==> src/rtl/dsp_next_pc.sv <==
module dsp_next_pc #(
  parameter int NAW = 11,
  parameter int BKW = 2,
  parameter int DPW = 8
) (
  input  logic                 clk,
  input  logic                 rst_n,
  input  logic                 op_valid,
  input  logic                 op_is_jump,
  input  logic [8:0]           cond,
  input  logic [NAW-1:0]       target,
  input  logic [BKW-1:0]       bank,
  input  logic [NAW+BKW:0]     so_addr,
  input  logic [5:0]           flags_a,
  input  logic [5:0]           flags_b,
  input  logic                 rqm,
  input  logic                 dp_ld,
  input  logic [DPW-1:0]       dp_ld_val,
  input  logic [1:0]           dp_mod,
  output logic [NAW+BKW:0]     pc,
  output logic [DPW-1:0]       dp,
  output logic                 taken
);
  localparam int PCW = NAW + BKW + 1;

  logic [5:0]     fsel;
  logic           hit;
  logic [3:0]     nib;
  logic [DPW-1:0] dp_base, dp_next;
  logic [PCW-1:0] pc_next;

  assign nib  = dp[3:0];
  assign fsel = cond[2] ? flags_b : flags_a;

  always_comb begin
    hit = 1'b0;
    if (cond == 9'h000)
      hit = 1'b1;
    else if (cond[8:6] == 3'b010 && !cond[0] && cond[5:4] != 2'b11)
      hit = (fsel[cond[5:3]] == cond[1]);
    else if (cond[8:2] == 7'b0101100)
      case (cond[1:0])
        2'd0:    hit = (nib == 4'h0);
        2'd1:    hit = (nib != 4'h0);
        2'd2:    hit = (nib == 4'hF);
        default: hit = (nib != 4'hF);
      endcase
    else if (cond == 9'h0BC)
      hit = !rqm;
    else if (cond == 9'h0BE)
      hit = rqm;
  end

  assign taken = op_valid && op_is_jump && hit;

  always_comb begin
    if (taken)
      pc_next = (cond == 9'h000) ? so_addr : {pc[PCW-1], bank, target};
    else
      pc_next = pc + 1'b1;
  end

  assign dp_base = dp_ld ? dp_ld_val : dp;

  always_comb begin
    case (dp_mod)
      2'd1:    dp_next = {dp_base[DPW-1:4], dp_base[3:0] + 4'd1};
      2'd2:    dp_next = {dp_base[DPW-1:4], dp_base[3:0] - 4'd1};
      2'd3:    dp_next = {dp_base[DPW-1:4], 4'h0};
      default: dp_next = dp_base;
    endcase
  end

  always_ff @(posedge clk) begin
    if (!rst_n) begin
      pc <= '0;
      dp <= '0;
    end else if (op_valid) begin
      pc <= pc_next;
      if (!op_is_jump) dp <= dp_next;
    end
  end
endmodule

==> config.mk <==
export PLATFORM = sky130hd
export DESIGN_NAME = dsp_next_pc
export DESIGN_NICKNAME = d
export VERILOG_FILES = /design/src/rtl/dsp_next_pc.sv
export SDC_FILE = /design/constraint.sdc
export NUM_CORES = 1
export LEC_CHECK = 0
export BUFFER_PORTS_ARGS = -buffer_cell sky130_fd_sc_hd__clkbuf_2
export CORE_MARGIN = 2
export CORE_UTILIZATION = 45
export CTS_CLUSTER_DIAMETER = 200
export CTS_CLUSTER_SIZE = 40
export DETAILED_ROUTE_END_ITERATION = 7
export PLACE_DENSITY = 0.9
export SLEW_MARGIN = 20
export SYNTH_ARGS = -nofsm -noshare
export SYNTH_HDL_FRONTEND = slang
export SYNTH_SLANG_ARGS = --single-unit
==> constraint.sdc <==
create_clock -name clk -period 2.9 [get_ports clk]
set_input_delay 0.29 -clock clk [delete_from_list [all_inputs] [get_ports clk]]
set_output_delay 0.29 -clock clk [all_outputs]
set_load 0.02 [all_outputs]
==> key figures <==
Clocking
  • Post-CTS Setup Repair Bufs: 0
  • Num CTS Buffers: 3
  • CTS resizes: 0
  • CTS tree: yes
  • H-Tree Depth: 1
  • Clk buf depth: 2
  • Clock Sink Count: 22
  • CTS Root Cell: clkbuf_8
  • Skew-Pair Late Insertion Delay: 0.26 ns
  • CTS clock-pin slew for the worst setup and hold paths: 0.08 ns

Worst setup path
  • Buf+Inv Stages, Crit Path: 2
  • Worst setup EP type: output port
  • Levels on crit path: 7
  • Reg2Reg Setup Slack: 0.46 ns
  • Critical path's largest stage delay: 0.52 ns
  • Crit Path Max Fanout: 13
  • Startpoint types: flop
  • CP required: 2.61 ns
  • Crit Path Category: reg -> out
  • Cell count of the worst reg-to-reg path: 8
  • R2r endpoint: pc[5]
  • Most used cell along the critical path: mux2i_1
  • Worst path top cell family by delay: compound AO/OA/AOI/OAI gates
  • Crit-path cells: or4_1, mux2i_1, mux2i_1, a2bb2oi_2, o211ai_4, inv_1, clkbuf_2
  • Reg2reg start: dp[0]
  • Critical Path AT: 2.38 ns
  • Slowest cell on crit path: or4_1

Detailed routing
  • DR pass1 iterations: 4
  • Via count: 1928
  • Total routed wirelength: 4930 um
  • Routed len/inst: 15.2 um
  • Routed Antenna Nets: 0
  • Post-route DRC: 0
  • Drt initial violations: 119
  • Via density per instance: 5.95

Timing
  • Final Setup Violations: 0
  • Setup TNS: 0 ns
  • Worst Skew: 0.00287 ns
  • Worst hold slack: 0.270 ns
  • Final count of pins violating max slew: 0
  • Fmax: 375 MHz
  • Slew @ Worst Pin: 0.627 ns
  • Final period utilization: 92.0%
  • Max-slew headroom: 58.2%
  • Final period demand of the worst path: 2.67 ns
  • Setup ws final: 0.233 ns
  • Unrepaired setup endpoints after global routing: false
  • Final Hold Vio Count: 0

Min path
  • WHS Path Cells: 3
  • WHS Endpoint: dp[7]
  • Hold Crit Start: dp_ld_val[7]
  • Worst hold path class: in -> reg

Placement
  • Port bufs: 86
  • Hpwl dp: 3620 um
  • Final Wtd Congestion: 0.806
  • Placed cell area: 2240 sq um
  • Post-Place Worst Slack: 0.262 ns

Status
  • Status: completed

Synth
  • Cells after synthesis: 195
  • Avg Cell Area, Syn: 9.24 sq um
  • Number of synthesized flops with an enable pin: 0
  • Cell variety after synth: 49
  • Syn. warnings: 0
  • Synth Net Count: 265
  • Cell area after synthesis: 1800 sq um
  • Sequential fraction of the synthesis area: 24.4%
  • Asr flop ratio synth: 0%
  • Seq cells post-synth: 22
  • Main synth FF type: dfxtp_1

Global routing
  • Grt total ovfl: 0
  • Largest net degree at the start of global routing: 37
  • Initial antenna violation count: 0
  • Number of global-route vias before repair: 1725
  • First-pass GRT wire length: 7610 um
  • GRT Total Usage: 21.6%

Finish
  • Layout area overhead: 28.0%
  • # nets final: 347
  • Post-route cell area: 2310 sq um
  • Fillers: 334
  • Multi-input logic area: 1270 sq um
  • Antenna Diode Count: 0
  • Share of layout cells above drive strength 1: 40.6%
  • Reg area: 440 sq um

Floorplan
  • Die ar.: 4530 sq um
  • Initial Utilization: 48.1%
  • Core Area: 3740 sq um
  • # rows: 22
  • Chip Height: 67.3 um
  • DIE WIDTH: 67.3 um
  • Ports: 87

Pwr
  • Cell Pwr Density: 316 nW/um^2
  • Power Total: 728 uW
  • Peak supply drop: 0.241 mV
  • Leakage: 1.15 nW

Run
  • Max capacitance violation total: 0
cells in the mapped netlist, drive strengths merged, types with 7 or more instances:
cell | n | area (sq um)
mux2i | 15 | 150
nand2 | 21 | 78.8
clkbuf | 7 | 26.3
and3 | 9 | 56.3
mux2 | 9 | 101
dfxtp | 22 | 440
nand3 | 8 | 40.0
o211a | 7 | 70.1
xor2 | 7 | 61.3
final cells by class:
| type | count | share of cell area (%) |
|---|---|---|
| Clock buffer | 4 | 2.39 |
| Inverter | 7 | 1.14 |
| Multi-Input combinational cell | 154 | 55.1 |
| Sequential cell | 22 | 19.1 |
| Tap cell | 48 | 2.60 |
| Timing Repair Buffer | 89 | 19.6 |
metal layers:
metal  global-route usage [%]  routed length [um]
met4                     8.16                  78
met1                     28.4                2210
met3                     1.67                 327
met2                     36.8                2320
met5                        0                   0
repair_timing:
item	4_1_cts	5_1_grt
setup endpoints to repair	0	1
hold buffers	0	0
hold endpoints to repair	0	0
sequential cells by signal, indices dropped and copies added, names as in the netlist:
name  count
dp        8
pc       14
cells in the final DEF (no fill, tap or decap), types with 3 or more instances in the layout:
cell	Yosys	layout
a21boi_0	4	4
a32oi_1	6	6
and3_1	9	9
and4b_1	5	5
buf_4	3	3
clkbuf_2	0	86
clkbuf_8	0	4
dfxtp_1	22	22
ha_1	5	5
inv_1	6	6
mux2_2	9	9
mux2i_1	15	15
nand2_1	21	21
nand3_1	8	8
nand4_1	5	5
nand4b_1	6	6
nor2_1	4	4
o211a_1	7	7
o21ai_0	4	4
o311ai_1	5	5
xor2_1	7	7
stage by stage:
| stage | cells | utilization [%] |
|---|---|---|
| after global routing | 324 | 61.6 |
| after floorplan | 195 | - |
| after CTS | 323 | 61.3 |
| after detailed placement | 319 | 59.8 |
| after global placement | 319 | 59.8 |
| final | 324 | 61.6 |
worst max-delay path by stage:
stage	end	from
floorplan	taken	dp[0]
global placement	pc[5]	cond[2]
detailed placement	pc[5]	cond[2]
CTS	taken	dp[0]
global route	taken	dp[0]
finish	taken	dp[0]
kinds of logic after synthesis:
logic type                 after synthesis  synth area share [%]
xor gates and xnor gates                 8                  3.89
buffers and inverters                   20                  5.69
AOI/OAI and AO/OA                       43                  21.5
DFF                                     22                  24.4
and+or+nand+nor                         70                  23.5
muxes                                   26                  16.5
adders and majority gates                6                  4.58
report_power, final:
group	switching [mW]	internal, mW
clock network	0.101	0.121
registers	0.0114	0.312
logic	0.0939	0.0894
total	0.206	0.522
worst register-to-register path, stage by stage (launching register included):
cell and delay, ns:
dfxtp_1 0.35, or4_1 0.52, mux2i_1 0.19, mux2i_1 0.26, a2bb2oi_2 0.15, o211ai_4 0.42, buf_4 0.24, nand4b_1 0.11
o311ai_1 0.12
Power figures use the tool's default switching activity.
